===== src/rtl/spib_pkg.sv =====
`timescale 1ns/1ps
package spib_pkg;
  localparam int HDR_BYTES = 4;

  // strobes from control to datapath
  typedef struct packed {
    logic latchReq;
    logic startFrame;
    logic rise;
    logic fall;
    logic endFrame;
    logic advance;
  } dpCmd_t;

  // status from datapath to control
  typedef struct packed {
    logic remZero;
    logic tick;
    logic sclkHigh;
    logic bitLast;
    logic byteLast;
  } dpStat_t;
endpackage


===== src/rtl/spib_ctrl.sv =====
`timescale 1ns/1ps
module spib_ctrl
  import spib_pkg::*;
#(
  parameter int LEN_W     = 16,
  parameter int MAX_BYTES = 256
) (
  input  logic             clk,
  input  logic             rstN,
  input  logic             reqValid,
  input  logic             reqSingle,
  input  logic [LEN_W-1:0] reqLen,
  input  dpStat_t          stat,
  output dpCmd_t           cmd,
  output logic             busy,
  output logic             done,
  output logic             err
);
  typedef enum logic [2:0] {S_IDLE, S_NEXT, S_SHIFT, S_GAP, S_DONE} state_t;

  state_t state, stateNxt;
  logic   gapHalf, gapHalfNxt;
  logic   errQ;
  logic   lenBad;

  assign lenBad = (reqLen[1:0] != 2'b00) ||
                  (reqSingle && (reqLen > LEN_W'(MAX_BYTES)));

  always_comb begin
    stateNxt   = state;
    gapHalfNxt = gapHalf;
    cmd        = '0;
    case (state)
      S_IDLE: begin
        if (reqValid && !lenBad) begin
          cmd.latchReq = 1'b1;
          stateNxt     = S_NEXT;
        end
      end
      S_NEXT: begin
        if (stat.remZero) begin
          stateNxt = S_DONE;
        end else begin
          cmd.startFrame = 1'b1;
          stateNxt       = S_SHIFT;
        end
      end
      S_SHIFT: begin
        if (stat.tick) begin
          if (!stat.sclkHigh) begin
            cmd.rise = 1'b1;
          end else begin
            cmd.fall = 1'b1;
            if (stat.bitLast && stat.byteLast) begin
              cmd.endFrame = 1'b1;
              gapHalfNxt   = 1'b0;
              stateNxt     = S_GAP;
            end
          end
        end
      end
      S_GAP: begin
        if (stat.tick) begin
          if (gapHalf) begin
            cmd.advance = 1'b1;
            stateNxt    = S_NEXT;
          end else begin
            gapHalfNxt = 1'b1;
          end
        end
      end
      S_DONE:  stateNxt = S_IDLE;
      default: stateNxt = S_IDLE;
    endcase
  end

  always_ff @(posedge clk or negedge rstN) begin
    if (!rstN) begin
      state   <= S_IDLE;
      gapHalf <= 1'b0;
      errQ    <= 1'b0;
    end else begin
      state   <= stateNxt;
      gapHalf <= gapHalfNxt;
      errQ    <= (state == S_IDLE) && reqValid && lenBad;
    end
  end

  assign busy = (state == S_NEXT) || (state == S_SHIFT) || (state == S_GAP);
  assign done = (state == S_DONE);
  assign err  = errQ;

  AST_ERR_NOT_BUSY: assert property (@(posedge clk) disable iff (!rstN)
    err |-> !busy);
  AST_DONE_PULSE: assert property (@(posedge clk) disable iff (!rstN)
    done |=> !done);
  AST_BUSY_FROM_REQ: assert property (@(posedge clk) disable iff (!rstN)
    $rose(busy) |-> $past(reqValid));
  AST_BUSY_IGNORES_REQ: assert property (@(posedge clk) disable iff (!rstN)
    (busy && reqValid) |=> !err);
endmodule


===== src/rtl/spib_datapath.sv =====
`timescale 1ns/1ps
module spib_datapath
  import spib_pkg::*;
#(
  parameter int ADDR_W    = 21,
  parameter int LEN_W     = 16,
  parameter int MAX_BYTES = 256,
  parameter int HALF_DIV  = 2
) (
  input  logic              clk,
  input  logic              rstN,
  input  logic              reqWrite,
  input  logic [ADDR_W-1:0] reqAddr,
  input  logic [LEN_W-1:0]  reqLen,
  input  dpCmd_t            cmd,
  output dpStat_t           stat,
  output logic              sclk,
  output logic              csN,
  output logic              mosi,
  input  logic              miso,
  output logic [LEN_W-1:0]  bufRdAddr,
  input  logic [7:0]        bufRdData,
  output logic              bufWrEn,
  output logic [LEN_W-1:0]  bufWrAddr,
  output logic [7:0]        bufWrData
);
  localparam int CHUNK_W = $clog2(MAX_BYTES + 1);
  localparam int FRAME_W = $clog2(MAX_BYTES + HDR_BYTES + 1);
  localparam int DIV_W   = (HALF_DIV > 1) ? $clog2(HALF_DIV) : 1;
  localparam int AFLD_W  = 21;
  localparam int CFLD_W  = 6;

  logic               isWrite;
  logic [ADDR_W-1:0]  wordAddr;
  logic [LEN_W-1:0]   bufBase;
  logic [LEN_W-1:0]   remLen;
  logic [CHUNK_W-1:0] chunkLen;
  logic [CHUNK_W-1:0] nextChunk;
  logic [FRAME_W-1:0] byteIdx;
  logic [FRAME_W-1:0] nextIdx;
  logic [2:0]         bitIdx;
  logic [7:0]         txSh;
  logic [7:0]         rxSh;
  logic [7:0]         nextByte;
  logic               sclkQ;
  logic               csQ;
  logic [DIV_W-1:0]   divCnt;
  logic               tick;
  logic [31:0]        hdrCur;
  logic [31:0]        hdrNew;

  function automatic logic [31:0] mkHdr(input logic w,
                                        input logic [CHUNK_W-1:0] len,
                                        input logic [ADDR_W-1:0] a);
    logic [CFLD_W-1:0] cnt;
    logic [AFLD_W-1:0] af;
    cnt = w ? '0 : CFLD_W'(len >> 2);
    af  = AFLD_W'(a);
    return {w, cnt, af, 4'b0000};
  endfunction

  assign nextChunk = (remLen > LEN_W'(MAX_BYTES)) ? CHUNK_W'(MAX_BYTES)
                                                  : CHUNK_W'(remLen);
  assign hdrNew = mkHdr(isWrite, nextChunk, wordAddr);
  assign hdrCur = mkHdr(isWrite, chunkLen, wordAddr);
  assign nextIdx = byteIdx + FRAME_W'(1);

  // byte loaded into the shifter at a byte boundary
  always_comb begin
    if (nextIdx < FRAME_W'(HDR_BYTES)) begin
      case (nextIdx[1:0])
        2'd1:    nextByte = hdrCur[23:16];
        2'd2:    nextByte = hdrCur[15:8];
        default: nextByte = hdrCur[7:0];
      endcase
    end else if (isWrite) begin
      nextByte = bufRdData;
    end else begin
      nextByte = 8'h00;
    end
  end

  assign bufRdAddr = bufBase + LEN_W'(byteIdx) - LEN_W'(HDR_BYTES - 1);

  assign tick = (divCnt == DIV_W'(HALF_DIV - 1));

  assign stat.remZero  = (remLen == '0);
  assign stat.tick     = tick;
  assign stat.sclkHigh = sclkQ;
  assign stat.bitLast  = (bitIdx == 3'd7);
  assign stat.byteLast = (byteIdx == FRAME_W'(chunkLen) + FRAME_W'(HDR_BYTES - 1));

  // SCK divider, restarted at each frame boundary
  always_ff @(posedge clk or negedge rstN) begin
    if (!rstN) begin
      divCnt <= '0;
    end else if (cmd.startFrame || cmd.endFrame || tick) begin
      divCnt <= '0;
    end else begin
      divCnt <= divCnt + DIV_W'(1);
    end
  end

  // request and chunk bookkeeping
  always_ff @(posedge clk or negedge rstN) begin
    if (!rstN) begin
      isWrite  <= 1'b0;
      wordAddr <= '0;
      bufBase  <= '0;
      remLen   <= '0;
      chunkLen <= '0;
    end else begin
      if (cmd.latchReq) begin
        isWrite  <= reqWrite;
        wordAddr <= reqAddr;
        bufBase  <= '0;
        remLen   <= reqLen;
      end
      if (cmd.startFrame) begin
        chunkLen <= nextChunk;
      end
      if (cmd.advance) begin
        wordAddr <= wordAddr + ADDR_W'(chunkLen >> 2);
        bufBase  <= bufBase + LEN_W'(chunkLen);
        remLen   <= remLen - LEN_W'(chunkLen);
      end
    end
  end

  // shift engine
  always_ff @(posedge clk or negedge rstN) begin
    if (!rstN) begin
      csQ       <= 1'b1;
      sclkQ     <= 1'b0;
      txSh      <= '0;
      rxSh      <= '0;
      byteIdx   <= '0;
      bitIdx    <= '0;
      bufWrEn   <= 1'b0;
      bufWrAddr <= '0;
      bufWrData <= '0;
    end else begin
      bufWrEn <= 1'b0;
      if (cmd.startFrame) begin
        csQ     <= 1'b0;
        sclkQ   <= 1'b0;
        txSh    <= hdrNew[31:24];
        byteIdx <= '0;
        bitIdx  <= '0;
      end
      if (cmd.rise) begin
        sclkQ <= 1'b1;
        rxSh  <= {rxSh[6:0], miso};
      end
      if (cmd.fall) begin
        sclkQ <= 1'b0;
        if (bitIdx == 3'd7) begin
          if (!isWrite && (byteIdx >= FRAME_W'(HDR_BYTES))) begin
            bufWrEn   <= 1'b1;
            bufWrAddr <= bufBase + LEN_W'(byteIdx) - LEN_W'(HDR_BYTES);
            bufWrData <= rxSh;
          end
          byteIdx <= nextIdx;
          bitIdx  <= '0;
          txSh    <= nextByte;
        end else begin
          bitIdx <= bitIdx + 3'd1;
          txSh   <= {txSh[6:0], 1'b0};
        end
      end
      if (cmd.endFrame) begin
        csQ <= 1'b1;
      end
    end
  end

  assign sclk = sclkQ;
  assign csN  = csQ;
  assign mosi = !csQ && txSh[7];

  AST_SCLK_QUIET: assert property (@(posedge clk) disable iff (!rstN)
    csN |-> !sclk);
  AST_CHUNK_BOUND: assert property (@(posedge clk) disable iff (!rstN)
    !csN |-> (chunkLen != '0) && (chunkLen <= CHUNK_W'(MAX_BYTES)));
  AST_REM_SHRINKS: assert property (@(posedge clk) disable iff (!rstN)
    cmd.advance |=> (remLen < $past(remLen)));
  AST_WR_ONLY_READS: assert property (@(posedge clk) disable iff (!rstN)
    bufWrEn |-> !isWrite);
endmodule


===== src/rtl/spi_burst_master.sv =====
`timescale 1ns/1ps
module spi_burst_master
  import spib_pkg::*;
#(
  parameter int ADDR_W    = 21,
  parameter int LEN_W     = 16,
  parameter int MAX_BYTES = 256,
  parameter int HALF_DIV  = 2
) (
  input  logic              clk,
  input  logic              rstN,
  input  logic              reqValid,
  input  logic              reqWrite,
  input  logic              reqSingle,
  input  logic [ADDR_W-1:0] reqAddr,
  input  logic [LEN_W-1:0]  reqLen,
  output logic              busy,
  output logic              done,
  output logic              err,
  output logic              sclk,
  output logic              csN,
  output logic              mosi,
  input  logic              miso,
  output logic [LEN_W-1:0]  bufRdAddr,
  input  logic [7:0]        bufRdData,
  output logic              bufWrEn,
  output logic [LEN_W-1:0]  bufWrAddr,
  output logic [7:0]        bufWrData
);
  dpCmd_t  cmd;
  dpStat_t stat;

  spib_ctrl #(
    .LEN_W     (LEN_W),
    .MAX_BYTES (MAX_BYTES)
  ) u_ctrl (
    .clk       (clk),
    .rstN      (rstN),
    .reqValid  (reqValid),
    .reqSingle (reqSingle),
    .reqLen    (reqLen),
    .stat      (stat),
    .cmd       (cmd),
    .busy      (busy),
    .done      (done),
    .err       (err)
  );

  spib_datapath #(
    .ADDR_W    (ADDR_W),
    .LEN_W     (LEN_W),
    .MAX_BYTES (MAX_BYTES),
    .HALF_DIV  (HALF_DIV)
  ) u_dp (
    .clk       (clk),
    .rstN      (rstN),
    .reqWrite  (reqWrite),
    .reqAddr   (reqAddr),
    .reqLen    (reqLen),
    .cmd       (cmd),
    .stat      (stat),
    .sclk      (sclk),
    .csN       (csN),
    .mosi      (mosi),
    .miso      (miso),
    .bufRdAddr (bufRdAddr),
    .bufRdData (bufRdData),
    .bufWrEn   (bufWrEn),
    .bufWrAddr (bufWrAddr),
    .bufWrData (bufWrData)
  );
endmodule


===== config.mk =====
export PLATFORM = sky130hd
export DESIGN_NAME = spi_burst_master
export DESIGN_NICKNAME = d
export VERILOG_FILES = /design/src/rtl/spib_pkg.sv /design/src/rtl/spib_ctrl.sv /design/src/rtl/spib_datapath.sv /design/src/rtl/spi_burst_master.sv
export SDC_FILE = /design/constraint.sdc
export NUM_CORES = 1
export LEC_CHECK = 0
export CELL_PAD_IN_SITES_DETAIL_PLACEMENT = 1
export CELL_PAD_IN_SITES_GLOBAL_PLACEMENT = 1
export CORE_ASPECT_RATIO = 0.8
export CORE_UTILIZATION = 47
export CTS_BUF_LIST = sky130_fd_sc_hd__clkbuf_16
export CTS_CLUSTER_SIZE = 16
export DETAILED_ROUTE_END_ITERATION = 10
export PLACE_DENSITY_LB_ADDON = 0.1
export SYNTH_ARGS = -nofsm -noshare
export SYNTH_HDL_FRONTEND = slang
export SYNTH_HIERARCHICAL = 1
export SYNTH_SLANG_ARGS = --single-unit

===== constraint.sdc =====
create_clock -name clk -period 6.9 [get_ports clk]
set_input_delay 1.38 -clock clk [delete_from_list [all_inputs] [get_ports clk]]
set_output_delay 1.38 -clock clk [all_outputs]
set_load 0.01 [all_outputs]

==> results by group, run 1 <==
Outcome
  • Status: finished, final reports clean

Clocking
  • Clk Latency, worst-skew pair: 0.42 ns
  • Post-CTS setup buffer count: 0
  • CTS tree: yes
  • Total CTS buffers: 17
  • Root Buffer: clkbuf_16
  • Clock slew at reported path FFs: 0.06 ns
  • Hold buffers post-CTS: 0
  • CTS max path bufs: 2
  • Sink Count: 124
  • Post_cts resized: 0
  • H-tree depth: 4

Layout
  • Post-route cell area: 10,010 um2
  • Filler instances: 2,030
  • Sequential cell area: 3104 um2
  • N_diodes: 0
  • Non-Filler Instances: 1,255
  • Fraction of layout instances using a drive strength above 1: 6.990%
  • Final #Nets: 1,116
  • Commonest non-fill, non-tap cells in the layout: dfrtp_1 (123), nand2_1 (118), clkdlybuf4s50_1 (96)
  • Area of the multi-input gates: 4917 um2
  • Area growth, synth to finish: 20.11%
  • Commonest non-fill, non-tap cell in the layout: dfrtp_1

Global routing
  • GRT overflow: 0
  • Gr usage total: 28.27%
  • Vias in the first global route: 7,614
  • Antenna violations before repair: 0
  • Largest net degree at the start of global routing: 65
  • First-pass GRT wire length: 39.96 mm

Timing
  • Clk_skew: 0.01150 ns
  • Hold_ws: 0.4734 ns
  • Setup total negative slack: 0 ns
  • RSZ-0062 raised after global routing: no
  • F_max: 0.1744 GHz
  • Hold Vio Cnt, Final: 0
  • Min cycle time layout: 5.734 ns
  • Final count of pins violating max slew: 0
  • Final setup viols: 0
  • Slew at the pin closest to its max-slew limit: 1.231 ns
  • Worst rel slew slack: 17.27%
  • Tcrit/Tclk final: 83.10%

Place
  • Number of instances in the placed design: 1,223
  • DPL Wire Length: 17.48 mm
  • Placed cell areas: 9467 um2
  • Port Buffers: 97
  • Gp weighted congestion: 0.8421

Routing
  • Initial drt markers: 500
  • Vias: 7,566
  • Routed len/inst: 19.66 um
  • # DRC: 0
  • DRT Pass-1 Iters: 5
  • DRT antenna net count: 0
  • Final WL: 24.68 mm
  • Via-to-Cell Ratio: 6.029

Floorplanning
  • Die span in y: 121.1 um
  • Core footprint: 17,320 um2
  • Ports: 98
  • Die Wd: 150.9 um
  • Starting Density: 48.11%
  • Std cell rows: 43
  • Die Area: 18,280 um2

Critical path
  • Worst path required time: 5.52 ns
  • Setup crit start: u_dp/byteIdx[0]
  • Most frequent CP cell: nor3_1
  • Reg2Reg Setup Slack: 3.34 ns
  • Critical Path Sink Type: output pin
  • Worst-path cell chain: ha_1 > fa_1 > a211oi_4 > nor3_1 > o311ai_0 > nor3_1 > nor3_1 > nand4b_1 > nand2b_1 > xnor2_1 > clkdlybuf4s50_1
  • R2R Path Start: u_ctrl/state[2]
  • Slowest cell delay on critical path: 0.62 ns
  • Worst Reg-to-Reg Cells: 8
  • Critical Path AT: 4.35 ns
  • Crit path max fanout: 9
  • Setup CP Type: reg -> out
  • Critical Path Sink: bufRdAddr[15]
  • R2r endpoint: u_dp/remLen[13]
  • Worst setup SP type: register
  • Critical path's slowest cell: o311ai_0

Yosys
  • Syn Inst Count: 943
  • Synthesized flop and latch total: 124
  • Area of the mapped netlist: 8335 um2
  • Sequential element share of the synthesized area: 37.24%
  • Post-Syn Nets: 1,042
  • Synth unique cells: 78
  • Post-synth EDFFs: 0
  • Synth Warn #: 6
  • Async set-reset flop share out of synthesis: 100.0%
  • Ys flop type: dfrtp_1
  • Syn avg cell area: 8.839 um2

Pwr
  • Leakage Power: 4.177 nW
  • PwrDens: 163.7 nW/um2
  • VDD IR max: 0.0001358 V

Run
  • Number of max-cap violations: 0

Hold path
  • HP Class: reg -> reg
==> cells by family after synthesis <==
family | synth area share, %
buffers and inverters | 4.023
flip-flops | 37.24
AND/OR/NAND/NOR | 19.99
XOR/XNOR | 7.355
multiplexers | 3.618
adder cells (fa/ha/maj) | 7.565
AO/OA/AOI/OAI | 20.20
==> cell usage after synthesis, types with 24 or more instances <==
cell type,count,area share (%)
ha_1,44,6.6
dfrtp_1,123,37
nor3_1,30,1.8
o21ai_0,85,5.1
xor2_1,24,2.5
nor2_1,61,2.7
clkbuf_1,41,1.8
nand3_1,31,1.9
nand2_1,118,5.3
a21oi_1,41,2.5
xnor2_1,46,4.8
inv_1,34,1.5
==> registers in the layout (all words and copies together) (netlist names) <==
name            cells
u_dp/rxSh           8
u_dp/bufWrAddr     16
u_dp/sclk           1
u_dp/bufWrEn        1
u_dp/csN            1
u_dp/wordAddr      21
u_dp/byteIdx        9
u_dp/divCnt         1
u_ctrl/err          1
u_dp/txSh           8
u_ctrl/gapHalf      1
u_dp/chunkLen       9
u_dp/isWrite        1
u_dp/bufBase       16
u_ctrl/state        3
u_dp/bitIdx         3
u_dp/bufWrData      8
u_dp/remLen        16
==> worst max-delay path, delay by kind of cell, from the launching register on <==
family          cells  cell delay (ns)
fa+ha+maj           2             0.75
simple gates        5             1.01
buf+inv             1             0.57
compound gates      2             1.00
xor+xnor            1             0.12
flops               1             0.48
==> layout make-up <==
cell class | count | area share (%)
Clock inverter | 15 | 1.200
Inverter | 36 | 1.350
Tap cell | 225 | 2.812
Multi-Input combinational cell | 733 | 49.11
Timing Repair Buffer | 105 | 10.27
Clock buffer | 17 | 4.249
Sequential cell | 124 | 31.00
==> through the flow <==
stage | total power [mW] | setup WS [ns] | util [%]
after global placement | 0.7981 | 1.763 | 54.64
after global routing | 1.688 | 0.9385 | 57.79
after floorplan | 0.7487 | 2.402 | -
after CTS | 1.655 | 1.155 | 57.79
after detailed placement | 0.7990 | 1.654 | 54.64
final | 1.639 | 1.166 | 57.79
==> worst min-delay path by stage <==
stage	cells after the start	slack, ns	startpoint	endpoint
finish	2	0.47	u_dp/bufWrData[2]	u_dp/bufWrData[2]
global route	2	0.50	u_dp/bufWrData[3]	u_dp/bufWrData[3]
CTS	2	0.48	u_dp/bufWrData[2]	u_dp/bufWrData[2]
detailed placement	2	0.47	u_dp/bufWrData[0]	u_dp/bufWrData[0]
global placement	2	0.46	u_dp/bufWrData[5]	u_dp/bufWrData[5]
floorplan	1	0.40	u_dp/divCnt	u_dp/divCnt
==> per-layer routing <==
layer	global-route usage, %	vias up	part of all wire, %
met5	0	-	0
met4	6.625	0	1.3
met3	5.338	24	3.9
met2	44.07	156	46
met1	40.33	3845	49
li1	-	3541	-
==> where the power goes <==
part / internal [mW] / switching [mW]
registers: 0.730 / 0.00187
clock network: 0.519 / 0.335
logic: 0.0284 / 0.0250
total: 1.28 / 0.362
(Power assumes the default switching activity.)
==> run 2, diff against run 1 <==
--- a/config.mk
+++ b/config.mk
@@ -8,7 +8,7 @@
 export CELL_PAD_IN_SITES_DETAIL_PLACEMENT = 1
 export CELL_PAD_IN_SITES_GLOBAL_PLACEMENT = 1
 export CORE_ASPECT_RATIO = 0.8
-export CORE_UTILIZATION = 47
+export CORE_UTILIZATION = 43
 export CTS_BUF_LIST = sky130_fd_sc_hd__clkbuf_16
 export CTS_CLUSTER_SIZE = 16
 export DETAILED_ROUTE_END_ITERATION = 10
==> constraint.sdc (replaced) <==
create_clock -name clk -period 6 [get_ports clk]
set_input_delay 1.2 -clock clk [delete_from_list [all_inputs] [get_ports clk]]
set_output_delay 1.2 -clock clk [all_outputs]
set_load 0.01 [all_outputs]
==> results by group, run 2 (same netlist as run 1, synthesis figures left out) <==
Outcome
  • Status: finished, final reports clean

Critical path
  • CP Buf/Inv Count: 1 (unchanged)
  • Worst setup SP type: register
  • Worst path required time: 4.80 ns (-0.72 ns)
  • Slowest cell delay on critical path: 0.55 ns (-0.07 ns)
  • Crit path max fanout: 9 (unchanged)
  • Setup CP Type: reg -> out
  • Critical Path Sink Type: output pin
  • Critical path's top delay family: simple AND/OR/NAND/NOR gates
  • Critical Path AT: 4.31 ns (-0.04 ns)
  • Critical path's slowest cell: clkdlybuf4s50_1
  • Reg2Reg Setup Slack: 2.55 ns (-0.79 ns)
  • Worst-path cell chain: ha_1 > fa_1 > a211oi_4 > nor4b_1 > or3b_4 > or4_4 > nor2_1 > nand4b_1 > nand2b_1 > xnor2_1 > clkdlybuf4s50_1

Routing
  • DRT antenna net count: 0 (unchanged)
  • DRT Pass-1 Iters: 5 (unchanged)
  • Routed len/inst: 18.88 um (-4.0%)
  • Final WL: 24.41 mm (-1.1%)
  • Initial drt markers: 377 (-25%)
  • Via-to-Cell Ratio: 5.726 (-5.0%)
  • Vias: 7,404 (-2.1%)
  • # DRC: 0 (unchanged)

Floorplanning
  • Starting Density: 43.93% (-4.2 points)
  • Ports: 98 (unchanged)
  • Std cell rows: 45 (+4.7%)
  • Die span in y: 126.5 um (+4.5%)
  • Die Area: 19,950 um2 (+9.2%)
  • Die Wd: 157.7 um (+4.5%)
  • Core footprint: 18,970 um2 (+9.5%)

Global routing
  • Gr usage total: 25.58% (-2.7 points)
  • GRT overflow: 0 (unchanged)
  • First-pass GRT wire length: 39.56 mm (-0.98%)
  • Largest net degree at the start of global routing: 71 (+9.2%)
  • Vias in the first global route: 7,483 (-1.7%)
  • Antenna violations before repair: 0 (unchanged)

Pwr
  • VDD IR max: 0.0001001 V (-26%)
  • Total chip power: 2.005 mW (+22%)
  • Leakage Power: 4.215 nW (+0.91%)
  • PwrDens: 197.2 nW/um2 (+20%)

Layout
  • Fraction of layout instances using a drive strength above 1: 8.019% (+1.0 points)
  • Commonest non-fill, non-tap cells in the layout: dfrtp_1 (123), nand2_1 (118), clkdlybuf4s50_1 (96)
  • Largest Register: u_dp/wordAddr
  • Final #Nets: 1,121 (+0.45%)
  • Commonest non-fill, non-tap cell in the layout: dfrtp_1
  • N_diodes: 0 (unchanged)
  • Area growth, synth to finish: 21.99%
  • Max FFs per register: 21 (unchanged)

Timing
  • Clk_skew: 0.009726 ns (-0.001772 ns)
  • Final setup viols: 0 (unchanged)
  • Worst rel slew slack: 15.87% (-1.4 points)
  • Hold Vio Cnt, Final: 0 (unchanged)
  • F_max: 0.1815 GHz
  • Tcrit/Tclk final: 91.85%
  • Final count of pins violating max slew: 0 (unchanged)
  • Min cycle time layout: 5.511 ns
  • Setup total negative slack: 0 ns (unchanged)
  • RSZ-0062 raised after global routing: no
  • Hold_ws: 0.4724 ns (-0.0009870 ns)
  • Slew at the pin closest to its max-slew limit: 1.262 ns (+0.03051 ns)

Clocking
  • Clk Latency, worst-skew pair: 0.42 ns (about the same)
  • Total CTS buffers: 17 (unchanged)
  • Root Buffer: clkbuf_16
  • H-tree depth: 4 (unchanged)
  • CTS tree: yes
  • CTS max path bufs: 2 (unchanged)
  • Clock slew at reported path FFs: 0.06 ns (about the same)
  • Hold buffers post-CTS: 0 (unchanged)
  • Post_cts resized: 0 (unchanged)
  • Post-CTS setup buffer count: 0 (unchanged)
  • Sink Count: 124 (unchanged)

Place
  • Gp weighted congestion: 0.8153 (-3.2%)
  • DPL Wire Length: 17.74 mm (+1.5%)
  • Port Buffers: 97 (unchanged)

Run
  • Number of max-cap violations: 0 (unchanged)

Hold path
  • HP Class: reg -> reg
==> run 2: cell type report <==
type / count / area (um2)
clock buffer: 17 / 425.4
inverter: 36 / 135.1
clock inverter: 15 / 197.7
tap: 258 / 322.8
fill: 2204 / 8806
multi-input combinational: 733 / 4917
timing repair buffer: 110 / 1066
sequential: 124 / 3104
==> run 2: power by group <==
| group | total, mW | leakage (nW) | internal (mW) | switching, mW |
|---|---|---|---|---|
| Combinational | 0.0619 | 2.43 | 0.0331 | 0.0288 |
| Clock | 1.10 | 0.304 | 0.695 | 0.407 |
| Sequential | 0.841 | 1.48 | 0.839 | 0.00199 |
==> run 2: metrics by stage <==
| stage | cells | cell area [um2] | setup slack (ns) | utilization, % |
|---|---|---|---|---|
| floorplan | 943 | 8335 | 1.682 | - |
| global placement | 1261 | 9545 | 1.016 | 50.31 |
| detailed placement | 1261 | 9545 | 0.9202 | 50.31 |
| CTS | 1293 | 10170 | 0.4604 | 53.59 |
| global route | 1293 | 10170 | 0.2837 | 53.59 |
| finish | 1293 | 10170 | 0.4889 | 53.59 |
==> run 2: layer usage <==
metal,wire [um],global-route usage [%],up-vias
met5,0,0,-
met4,255,7.253,0
met3,1284,4.646,22
met2,10550,37.50,155
met1,12320,38.12,3687
li1,-,-,3540
==> run 2: worst register-to-register path, delay by kind of cell (launching register included) <==
kind,cells,cell delay [ns]
simple gates,6,2.15
compound gates,3,0.52
flops,1,0.42
buf+inv,1,0.25
==> run 2: path summary, 6_finish.rpt <==
check | start | to | depth (start not counted)
worst max-delay path | u_dp/byteIdx[0] | bufRdAddr[15] | 11
worst min register to register | u_dp/bufWrData[0] | u_dp/bufWrData[0] | 2
min in group asynchronous | rstN | u_dp/bufWrData[4] | 2
worst min-delay path | u_dp/bufWrData[0] | u_dp/bufWrData[0] | 2
worst max register to register | u_dp/remLen[10] | u_dp/txSh[6] | 10
max in group asynchronous | rstN | u_dp/wordAddr[7] | 2
==> run 3, diff against run 2 <==
--- a/config.mk
+++ b/config.mk
@@ -13,6 +13,7 @@
 export CTS_CLUSTER_SIZE = 16
 export DETAILED_ROUTE_END_ITERATION = 10
 export PLACE_DENSITY_LB_ADDON = 0.1
+export SLEW_MARGIN = 15
 export SYNTH_ARGS = -nofsm -noshare
 export SYNTH_HDL_FRONTEND = slang
 export SYNTH_HIERARCHICAL = 1
==> results by group, run 3 (same netlist as run 1, synthesis figures left out) <==
Clocking
  • Total CTS buffers: 17 (unchanged)
  • Clock slew at reported path FFs: 0.06 ns (about the same)
  • Hold buffers post-CTS: 0 (unchanged)
  • Root Buffer: clkbuf_16
  • CTS max path bufs: 2 (unchanged)
  • Post_cts resized: 0 (unchanged)
  • H-tree depth: 4 (unchanged)
  • Post-CTS setup buffer count: 0 (unchanged)
  • CTS tree: yes
  • Sink Count: 124 (unchanged)
  • Clk Latency, worst-skew pair: 0.42 ns (about the same)

Place
  • Port Buffers: 97 (unchanged)
  • Gp weighted congestion: 0.8153 (unchanged)
  • Placed cell areas: 9545 um2 (unchanged)
  • DPL Wire Length: 17.74 mm (unchanged)

Global routing
  • Antenna violations before repair: 0 (unchanged)
  • Gr usage total: 25.58% (unchanged)
  • Largest net degree at the start of global routing: 71 (unchanged)
  • First-pass GRT wire length: 39.56 mm (unchanged)
  • GRT overflow: 0 (unchanged)
  • Vias in the first global route: 7,483 (unchanged)

Pwr
  • VDD IR max: 0.0001004 V (+0.22%)
  • Leakage Power: 4.216 nW (about the same)
  • PwrDens: 197.3 nW/um2 (about the same)
  • Total chip power: 2.007 mW (+0.10%)

Routing
  • DR WL met2: 10.64 mm (+0.82%)
  • WL met3: 1.207 mm (-6.0%)
  • Initial drt markers: 326 (-14%)
  • Via-to-Cell Ratio: 5.738 (+0.20%)
  • Vias: 7,419 (+0.20%)
  • Met1 Wirelength: 12.37 mm (+0.39%)
  • Uppermost layer routed: met4
  • Final WL: 24.47 mm (+0.25%)
  • DRT antenna net count: 0 (unchanged)
  • Routed len/inst: 18.93 um (+0.25%)
  • DRT Pass-1 Iters: 5 (unchanged)
  • # DRC: 0 (unchanged)

Layout
  • Largest Register: u_dp/wordAddr
  • Post-route cell area: 10,170 um2 (about the same)
  • N_diodes: 0 (unchanged)
  • Max FFs per register: 21 (unchanged)
  • Filler instances: 2,205 (+0.045%)
  • Fraction of layout instances using a drive strength above 1: 8.116% (+0.097 points)
  • Commonest non-fill, non-tap cell in the layout: dfrtp_1
  • Area growth, synth to finish: 22.07% (about the same)
  • Commonest non-fill, non-tap cells in the layout: dfrtp_1 (123), nand2_1 (118), clkdlybuf4s50_1 (96)
  • Finished Core Util: 53.62% (about the same)
  • Sequential cell area: 3104 um2 (unchanged)
  • Area of the multi-input gates: 4923 um2 (+0.13%)
  • Final #Nets: 1,121 (unchanged)

Critical path
  • CP Buf/Inv Count: 1 (unchanged)
  • Critical path's slowest cell: clkdlybuf4s50_1
  • R2r endpoint: u_dp/txSh[6]
  • Worst-path cell chain: ha_1 > fa_1 > a211oi_4 > nor4b_1 > or3b_4 > or4_4 > nor2_1 > nand4b_1 > nand2b_1 > xnor2_1 > clkdlybuf4s50_1
  • Crit path max fanout: 9 (unchanged)
  • Worst setup SP type: register
  • Slowest cell delay on critical path: 0.55 ns (about the same)
  • Critical Path Sink Type: output pin
  • Setup CP Type: reg -> out
  • Worst path required time: 4.80 ns (about the same)
  • Critical Path Stages: 11 (unchanged)
  • Reg2Reg Setup Slack: 2.56 ns (about the same)
  • Worst Reg-to-Reg Cells: 10 (unchanged)
  • Critical Path AT: 4.31 ns (about the same)
  • R2R Path Start: u_dp/remLen[10]
  • Critical path's top delay family: simple AND/OR/NAND/NOR gates

Hold path
  • Worst Hold Depth: 2 (unchanged)
  • Hold Path End: u_dp/bufWrData[0]
  • Hold_sp: u_dp/bufWrData[0]
  • HP Class: reg -> reg

Timing
  • Final count of pins violating max slew: 0 (unchanged)
  • Setup total negative slack: 0 ns (unchanged)
  • F_max: 0.1814 GHz (about the same)
  • RSZ-0062 raised after global routing: no
  • Hold Vio Cnt, Final: 0 (unchanged)
  • Worst rel slew slack: 35.96% (+20 points)
  • Min cycle time layout: 5.511 ns (+0.0002370 ns)
  • Clk_skew: 0.009671 ns (-0.00005503 ns)
  • Hold_ws: 0.4725 ns (+0.00003900 ns)
  • Slew at the pin closest to its max-slew limit: 0.9606 ns (-0.3014 ns)
  • Final setup viols: 0 (unchanged)
  • Tcrit/Tclk final: 91.86% (about the same)

Floorplanning
  • Std cell rows: 45 (unchanged)
  • Ports: 98 (unchanged)
  • Core footprint: 18,970 um2 (unchanged)
  • Starting Density: 43.93% (unchanged)
  • Die Wd: 157.7 um (unchanged)
  • Die Area: 19,950 um2 (unchanged)
  • Die span in y: 126.5 um (unchanged)

Run
  • Number of max-cap violations: 0 (unchanged)

Outcome
  • Status: finished, final reports clean
[run 3: cell counts in the layout (fill, tap and decap cells not counted)]
No cell type changed its count.
[run 3: where the power goes]
| part | total (mW) | switching, mW | leakage (nW) | internal, mW |
|---|---|---|---|---|
| combinational | 0.0620 | 0.0289 | 2.44 | 0.0331 |
| sequential | 0.841 | 0.00201 | 1.48 | 0.839 |
| clock | 1.10 | 0.409 | 0.304 | 0.695 |
| total | 2.01 | 0.440 | 4.22 | 1.57 |
[run 3: layout make-up]
type	count	share of cell area (%)
clock inverters	15	1.943
multi-input cells	733	48.39
well taps	258	3.173
flip-flops and latches	124	30.51
inverters	36	1.328
repair buffers	110	10.48
clock buffers	17	4.181
[run 3: per-layer routing]
metal	vias to the layer above	GRT usage, %
met3	23	4.646
li1	3539	-
met2	142	37.50
met5	-	0
met1	3715	38.12
met4	0	7.253
[run 3: metrics by stage]
step	setup WS, ns	instances
after global routing	0.2837	1293
after floorplan	1.682	943
after detailed placement	0.9202	1261
after CTS	0.4604	1293
after global placement	1.016	1261
final	0.4887	1293
[run 3: how the worst max path moves through the flow]
stage                    startpoint             to  slack (ns)
finish              u_dp/byteIdx[0]  bufRdAddr[15]        0.49
global route        u_dp/byteIdx[0]  bufRdAddr[15]        0.28
CTS                 u_dp/byteIdx[0]  bufRdAddr[15]        0.46
detailed placement  u_dp/byteIdx[0]  bufRdAddr[15]        0.92
global placement    u_dp/byteIdx[0]  bufRdAddr[15]        1.02
floorplan           u_dp/byteIdx[0]  bufRdAddr[15]        1.68
[run 3: worst min-delay path: cells and delay by family, from the launching register on]
| kind | cells | cell delay (ns) |
|---|---|---|
| flops | 1 | 0.34 |
| simple gates | 2 | 0.10 |
